<file path="config.mk">
export PLATFORM = sky130hd
export DESIGN_NAME = wd_wake_sup
export DESIGN_NICKNAME = d
export VERILOG_FILES = /design/src/rtl/wd_wake_sup_pkg.sv /design/src/rtl/wd_wake_sync.sv /design/src/rtl/wd_wake_prescale.sv /design/src/rtl/wd_wake_sup.sv
export SDC_FILE = /design/constraint.sdc
export NUM_CORES = 1
export LEC_CHECK = 0
export ABC_AREA = 1
export BUFFER_PORTS_ARGS = -buffer_cell sky130_fd_sc_hd__buf_2
export CORE_MARGIN = 2
export CORE_UTILIZATION = 59
export DETAILED_ROUTE_END_ITERATION = 16
export PLACE_DENSITY = 0.77
export SLEW_MARGIN = 15
export SYNTH_ARGS = -nofsm -noshare
export SYNTH_HDL_FRONTEND = slang
export SYNTH_SLANG_ARGS = --single-unit
</file>
<file path="constraint.sdc">
create_clock -name clk_i -period 2 [get_ports clk_i]
set_input_delay 0 -clock clk_i [delete_from_list [all_inputs] [get_ports clk_i]]
set_output_delay 0 -clock clk_i [all_outputs]
set_load 0.01 [all_outputs]
</file>
<file path="src/rtl/wd_wake_sup_pkg.sv">
package wd_wake_sup_pkg;
  typedef enum logic [1:0] {
    ST_HOLD  = 2'd0,  // power not good, reset held
    ST_RST   = 2'd1,  // reset release delay
    ST_START = 2'd2,  // reset high, waiting for first wakeup
    ST_CYC   = 2'd3   // wakeup cycles running
  } sup_state_e;
endpackage

</file>
<file path="src/rtl/wd_wake_sync.sv">
module wd_wake_sync #(
  parameter int STAGES = 2
) (
  input  logic clk_i,
  input  logic rst_ni,
  input  logic d_i,
  output logic q_o
);
  logic [STAGES-1:0] q;

  always_ff @(posedge clk_i or negedge rst_ni) begin
    if (!rst_ni) q <= '0;
    else         q <= {q[STAGES-2:0], d_i};
  end

  assign q_o = q[STAGES-1];
endmodule

</file>
<file path="src/rtl/wd_wake_prescale.sv">
module wd_wake_prescale #(
  parameter int UNIT_CYC = 16
) (
  input  logic clk_i,
  input  logic rst_ni,
  input  logic clr_i,
  output logic tick_o
);
  generate
    if (UNIT_CYC <= 1) begin : g_passthru
      assign tick_o = 1'b1;
    end else begin : g_div
      localparam int PW = $clog2(UNIT_CYC);
      localparam logic [PW-1:0] LAST = PW'(UNIT_CYC - 1);
      logic [PW-1:0] pcnt;

      always_ff @(posedge clk_i or negedge rst_ni) begin
        if (!rst_ni)              pcnt <= '0;
        else if (clr_i)           pcnt <= '0;
        else if (pcnt == LAST)    pcnt <= '0;
        else                      pcnt <= pcnt + 1'b1;
      end

      assign tick_o = (pcnt == LAST) && !clr_i;
    end
  endgenerate
endmodule

</file>
<file path="src/rtl/wd_wake_sup.sv">
module wd_wake_sup
  import wd_wake_sup_pkg::*;
#(
  parameter int UNIT_CYC    = 1000,
  parameter int CYC_UNITS   = 8,
  parameter int RST_UNITS   = 1,
  parameter int START_UNITS = 4
) (
  input  logic clk_i,
  input  logic rst_ni,
  input  logic pg_i,
  input  logic wd_i,
  output logic wake_o,
  output logic rst_no
);
  localparam int HI_UNITS = CYC_UNITS / 2;
  localparam int MAX_A    = (CYC_UNITS > START_UNITS) ? CYC_UNITS : START_UNITS;
  localparam int MAXU     = (MAX_A > RST_UNITS) ? MAX_A : RST_UNITS;
  localparam int UW       = (MAXU > 1) ? $clog2(MAXU) : 1;
  localparam logic [UW-1:0] CYC_LAST   = UW'(CYC_UNITS - 1);
  localparam logic [UW-1:0] RST_LAST   = UW'(RST_UNITS - 1);
  localparam logic [UW-1:0] START_LAST = UW'(START_UNITS - 1);
  localparam logic [UW-1:0] HI_LIM     = UW'(HI_UNITS);

  logic pg_sync, wd_sync, wd_prev, wd_fall, tick;
  sup_state_e state_q, state_d;
  logic [UW-1:0] ucnt_q, ucnt_d;
  logic svc_q, svc_d;

  wd_wake_sync #(.STAGES(2)) u_pg_sync (
    .clk_i(clk_i), .rst_ni(rst_ni), .d_i(pg_i), .q_o(pg_sync)
  );
  wd_wake_sync #(.STAGES(2)) u_wd_sync (
    .clk_i(clk_i), .rst_ni(rst_ni), .d_i(wd_i), .q_o(wd_sync)
  );
  wd_wake_prescale #(.UNIT_CYC(UNIT_CYC)) u_prescale (
    .clk_i(clk_i), .rst_ni(rst_ni), .clr_i(state_q == ST_HOLD), .tick_o(tick)
  );

  always_ff @(posedge clk_i or negedge rst_ni) begin
    if (!rst_ni) wd_prev <= 1'b0;
    else         wd_prev <= wd_sync;
  end
  assign wd_fall = wd_prev && !wd_sync;

  always_comb begin
    state_d = state_q;
    ucnt_d  = ucnt_q;
    svc_d   = svc_q;
    if (!pg_sync) begin
      // power loss overrides every other state, including a timeout reset
      state_d = ST_HOLD;
      ucnt_d  = '0;
      svc_d   = 1'b0;
    end else begin
      unique case (state_q)
        ST_HOLD: begin
          state_d = ST_RST;
          ucnt_d  = '0;
        end
        ST_RST: if (tick) begin
          if (ucnt_q == RST_LAST) begin
            state_d = ST_START;
            ucnt_d  = '0;
          end else ucnt_d = ucnt_q + 1'b1;
        end
        ST_START: if (tick) begin
          if (ucnt_q == START_LAST) begin
            state_d = ST_CYC;
            ucnt_d  = '0;
            svc_d   = 1'b0;
          end else ucnt_d = ucnt_q + 1'b1;
        end
        ST_CYC: begin
          if (wd_fall) svc_d = 1'b1;
          if (tick) begin
            if (ucnt_q == CYC_LAST) begin
              ucnt_d = '0;
              svc_d  = 1'b0;
              if (!(svc_q || wd_fall)) state_d = ST_RST;
            end else ucnt_d = ucnt_q + 1'b1;
          end
        end
        default: state_d = ST_HOLD;
      endcase
    end
  end

  always_ff @(posedge clk_i or negedge rst_ni) begin
    if (!rst_ni) begin
      state_q <= ST_HOLD;
      ucnt_q  <= '0;
      svc_q   <= 1'b0;
    end else begin
      state_q <= state_d;
      ucnt_q  <= ucnt_d;
      svc_q   <= svc_d;
    end
  end

  assign rst_no = (state_q == ST_START) || (state_q == ST_CYC);
  assign wake_o = (state_q == ST_CYC) && !svc_q && (ucnt_q < HI_LIM);


  pg_loss_rst_chk: assert property (@(posedge clk_i) disable iff (!rst_ni)
    !pg_sync |=> !rst_no);


  rst_rise_tick_chk: assert property (@(posedge clk_i) disable iff (!rst_ni)
    $rose(rst_no) |-> ($past(tick) && $past(pg_sync)));


  wake_rise_tick_chk: assert property (@(posedge clk_i) disable iff (!rst_ni)
    $rose(wake_o) |-> $past(tick));


  wd_service_low_chk: assert property (@(posedge clk_i) disable iff (!rst_ni)
    (state_q == ST_CYC && (wd_fall || svc_q) && !(tick && ucnt_q == CYC_LAST)) |=> !wake_o);


  timeout_rst_chk: assert property (@(posedge clk_i) disable iff (!rst_ni)
    (state_q == ST_CYC && tick && ucnt_q == CYC_LAST && !svc_q && !wd_fall) |=> !rst_no);


  wake_in_rst_chk: assert property (@(posedge clk_i) disable iff (!rst_ni)
    !rst_no |-> !wake_o);
endmodule

</file>
== Word-level counts from Yosys, hierarchy flattened ==
Index checks and enable logic that the tools add are counted.

* Bits in registers: 21
* Bits in latches: 0
* Bits in writable memories: 0
* Bits in read-only memories: 0
* Input port bits: 4
* Output and inout port bits: 2
* Memories kept: 0

* Add/subtract/negate cells: 2
* Multiply operators: 0
* Divide/modulo/power cells: 0
* $lt $le $gt $ge: 1
* Eq/ne operators: 14
* Shift-type cells: 0
* Multiplexer cells: 26
* Bitwise operators: 0
* Reduce and logical (&&, ||, !) cells: 14

{| class="wikitable"
|+ Operators by type and width
! operator !! count
|-
| 3-bit != test, second input constant || 8
|-
| 3-bit two-way mux || 7
|-
| 10-bit two-way mux || 2
|-
| 2-bit two-way mux || 8
|-
| 3-bit case mux with 4 select lines || 1
|-
| 10-bit by 1-bit adder with 10-bit output, second input constant || 1
|-
| 10-bit == test, second input constant || 1
|-
| 2-bit case mux with 4 select lines || 1
|-
| 7-bit AND reduction || 1
|-
| 1-bit two-way mux || 6
|-
| 3-bit AND reduction || 2
|-
| 2-bit == test, second input constant || 2
|-
| 1-bit logical AND || 4
|-
| 3-bit by 1-bit adder with 3-bit output, second input constant || 1
|-
| 3-bit by 2-bit == test with 1-bit output, second input constant || 1
|-
| 3-bit == test, second input constant || 1
|-
| 1-bit zero test || 3
|-
| 3-bit zero test || 1
|-
| 3-bit < comparator, second input constant || 1
|-
| 2-bit by 1-bit == test with 1-bit output, second input constant || 1
|-
| 2-bit zero test || 1
|-
| 1-bit logical OR || 2
|-
| 1-bit case mux with 2 select lines || 1
|}

== Depth between registers and ports, before layout ==
* Word-level depth: 8
* Gate-level depth with buffers: 9
* Gate-level depth less buffers: 9

== Modules after synthesis ==
A second synthesis with hierarchy kept.

* Cells, all modules: 143
* Area total of the unflattened synthesis: 1153.6 µm²

{| class="wikitable"
|+ By module, submodules not included
! module !! instances !! cells an instance !! area an instance (µm²)
|-
| wd_wake_sup || 1 || 75 || 531.8
|-
| wd_wake_prescale || 1 || 64 || 521.8
|-
| wd_wake_sync || 2 || 2 || 50.0
|}

== Worst setup path after synthesis ==
Ideal clock, no wire load.

* Kind: reg2reg
* Start: reg state_q[0]
* End: reg state_q[0]
* Setup time: 117 ps
* Arrival: 1275 ps
* Slack: 608 ps
* Stages on the path, launching flop included: 9
* Path through: dfrtp_1 -> inv_1 -> ha_1 -> nor2_1 -> a21oi_1 -> nand2_4 -> nand3_2 -> nand2_1 -> nand2_1

* Word-level cells in the longest chain between the ends: 5
* Elaborated cells between the ends (all ways): 16
* Classes of those cells: eq/ne: 10; mux: 2; reduce/logical: 4

{| class="wikitable"
|+ RTL lines
! item !! RTL line !! source
|-
| start: declaration || wd_wake_sup.sv:26 || <nowiki>sup_state_e state_q, state_d;</nowiki>
|-
| start signal: assignment || wd_wake_sup.sv:95 || <nowiki>state_q <= state_d;</nowiki>
|-
| 2-bit zero test || wd_wake_sup.sv:37, wd_wake_sup.sv:56 ||
|-
| 1-bit zero test || wd_wake_prescale.sv:24 || <nowiki>assign tick_o = (pcnt == LAST) && !clr_i;</nowiki>
|-
| 1-bit logical AND || wd_wake_prescale.sv:24 ||
|-
| 3-bit != test (no line) || - ||
|-
| 7-bit AND reduction (no line) || - ||
|}

Parallel ways exist; a longest one is shown, timed or not.
A chain may end at the register's enable or synchronous reset.

== Final worst setup path ==
Ends and elaborated chain as after synthesis.

==> reports/qor.csv <==
metric;value;unit
outcome;finished clean;
largest area contributor in the netlist;dfrtp_1;
most common cell after layout, fill and taps aside;nand2_1;
Post-Synth Adder-Cell Area;12.6;%
syn nets;151;
Post-Synthesis Cells;135;
TNS Setup;0;ns
R2R Setup Slk;0.43;ns
post-layout minimum cycle time;1.57;ns
Final ANT Viol Nets;0;
Cell Chain, Critical Path;inv_1 > ha_1 > nor2_1 > a21oi_1 > nand2_4 > nand3_2 > nand2_1 > nand2_1;
Worst Path Buf+Inv;1;
total of max-cap violations;0;
share of layout cells above drive strength 1;15.6;%
Simple-Gate Fraction of Synth Area;28.4;%
num rows;16;
WL per Instance;11.6;um
CP Capture Type;register;
vias per cell;5.03;
gpl congestion;0.834;
design area;1310;um2
synth warn;0;
WP data required;2.22;ns
Final Hold Violating Endpoints;0;
switching share of total power;38.4;%
Worst setup SP type;register;
CP Max Fanout;9;
post-synthesis xor/xnor area fraction;1.47;%
Area contributors post-synth;dfrtp_1, ha_1, nand2_1;
root buffer cell;clkbuf_4;
most frequent cells in the layout;nand2_1, dfrtp_1, inv_1;
critical path's top delay family;simple AND/OR/NAND/NOR gates;
gr usage total;20.2;%
Setup Skew;0.00712;ns
power per cell area;846;nW/um2
Pwr Total;1.11;mW
n_diodes;0;
critical path's most frequent cell;nand2_1;
Setup violations, final;0;
post-synthesis cell type count;25;
CTS Sinks;21;
top cell type's share of synthesized area;44.0;%
fill count;157;
number of setup buffers added after CTS;0;
net switching power;0.426;mW
DPL Wire Length;1580;um
number of global-route vias before repair;859;
Synth Register Bits;21;
Hold Path Class;in2async;
Leakage;0.651;nW
mux cell area share after synthesis;0;%
CP max-delay cell;dfrtp_1;
mean post-synth cell area;8.84;um2
unrepaired setup endpoints after global routing;false;
kind of critical path;reg2reg;
First-pass DRT Iterations;4;
Slew Limit Fails;0;
global route overflow;0;
relative slew slack;69.4;%
Die W;49.0;um
Total Wirelength;2020;um
P&R area growth vs syn;9.75;%
IO Pins;6;
largest family of logic cells by synthesized area;simple AND/OR/NAND/NOR gates;
Worst-path clk slew;0.12;ns
Die H;49.0;um
Worst IR Drop VDD;0.538;mV
P_int;0.682;mW
# H-tree levels;1;
initial antenna violation count;0;
final core occ;67.5;%
pin count of the biggest net entering global routing;22;
DRT iter0 DRCs;17;
part of the cycle the worst path needs;78.7;%
Clock power frac;18.4;%
clock buffer depth;2;
Placement Cell Area;1250;um2
via count;876;
die area;2400;um2
Logic pwr share;34.6;%
CTS buffer count;3;
core region area;1940;um2
Compound-Gate Fraction of Synth Area;6.92;%
Max Fclk;635;MHz
measured slew at the worst slew-check pin;0.459;ns
DRC errors left;0;
crit-path max cell delay;0.45;ns
sequential power share;47.0;%
Synth Cell Area;1190;um2
first-pass GRT wire length;3690;um
Worst-Skew Late Latency;0.31;ns
part of the Yosys area used for sequential elements;44.0;%
Worst Path Arrival;1.79;ns
count of input and output buffers;5;
CTS tree;done;
Layout Nets;164;
initial core utilization;61.5;%
-- final timing paths --
check / startpoint / depth (start not counted) / endpoint
min in group clk_i: wd_i / 2 / u_wd_sync.q[0]$_DFF_PN0_
min: rst_ni / 2 / u_prescale.g_div.pcnt[4]$_DFF_PN0_
min reg2reg: u_pg_sync.q[0]$_DFF_PN0_ / 0 / u_pg_sync.q[1]$_DFF_PN0_
max reg2reg: state_q[0]$_DFFE_PN0P_ / 8 / state_q[0]$_DFFE_PN0P_
max in group asynchronous: rst_ni / 2 / u_prescale.g_div.pcnt[6]$_DFF_PN0_
max: state_q[0]$_DFFE_PN0P_ / 8 / state_q[0]$_DFFE_PN0P_
-- synthesized netlist by cell type --
| library cell | n |
|---|---|
| nand4_1 | 2 |
| nand2_1 | 22 |
| nand4_4 | 1 |
| o21ai_1 | 4 |
| nor2_1 | 17 |
| inv_1 | 19 |
| inv_2 | 1 |
| xor2_1 | 2 |
| nor3b_2 | 2 |
| dfrtp_1 | 21 |
| clkinv_1 | 1 |
| nand2_2 | 4 |
| o21ai_0 | 1 |
| nand3_2 | 1 |
| nand2_4 | 1 |
| o21a_1 | 1 |
| nor3_2 | 1 |
| a211oi_2 | 1 |
| a21oi_1 | 6 |
| nor3_1 | 3 |
| nor2_2 | 1 |
| o211ai_1 | 1 |
| nor2_4 | 1 |
| nand3_1 | 9 |
| ha_1 | 12 |
-- state kept, by name (all words and copies together), names as in the netlist --
name	cells
state_q	2
u_prescale.g_div.pcnt	10
ucnt_q	3
u_pg_sync.q	2
wd_prev	1
u_wd_sync.q	2
svc_q	1
-- through the flow --
step                hold slack, ns  std cells  setup WS [ns]
finish                       0.153        174          0.426
CTS                          0.159        174          0.426
global route                 0.182        174          0.290
detailed placement         -0.0255        167          0.443
floorplan                   -0.296        135          0.608
global placement           -0.0235        167          0.510
-- cell families after synthesis --
logic type / after synthesis
compound gates: 14
buf+inv: 21
flops: 21
xor+xnor: 2
fa+ha+maj: 12
simple gates: 65
-- worst register-to-register path, cell delays in order (launching register included) --
cell and delay, ns:
dfrtp_1 0.45, inv_1 0.10, ha_1 0.26, nor2_1 0.19
a21oi_1 0.13, nand2_4 0.14, nand3_2 0.08, nand2_1 0.08
nand2_1 0.05
-- layout make-up --
| type | count | area [um2] | area share, % |
|---|---|---|---|
| repair buffers | 8 | 55.1 | 4.20 |
| clock inverters | 1 | 5.00 | 0.382 |
| flip-flops and latches | 21 | 526 | 40.1 |
| well taps | 27 | 33.8 | 2.58 |
| inverters | 21 | 78.8 | 6.02 |
| multi-input cells | 93 | 589 | 45.0 |
| clock buffers | 3 | 22.5 | 1.72 |
-- routing by layer --
layer  global-route usage [%]  vias to the layer above  part of all wire [%]
met5                        0                        -                     0
met4                     8.57                        0                   2.1
met3                     2.76                        5                   1.8
met2                     33.1                       12                    47
met1                     27.0                      398                    49
li1                         -                      461                     -
-- what timing repair did --
item	in CTS	in global routing
gates resized for setup	0	0
hold endpoints to repair	23	0
hold buffers	3	0
-- power by group through the flow --
stage	logic (mW)	registers, mW	clock network, mW
2_1_floorplan	0.293	0.518	0
3_3_place_gp	0.367	0.525	0
3_5_place_dp	0.381	0.528	0
4_1_cts	0.387	0.520	0.213
5_1_grt	0.447	0.527	0.235
6_report	0.383	0.520	0.204
Power figures use the tool's default switching activity.
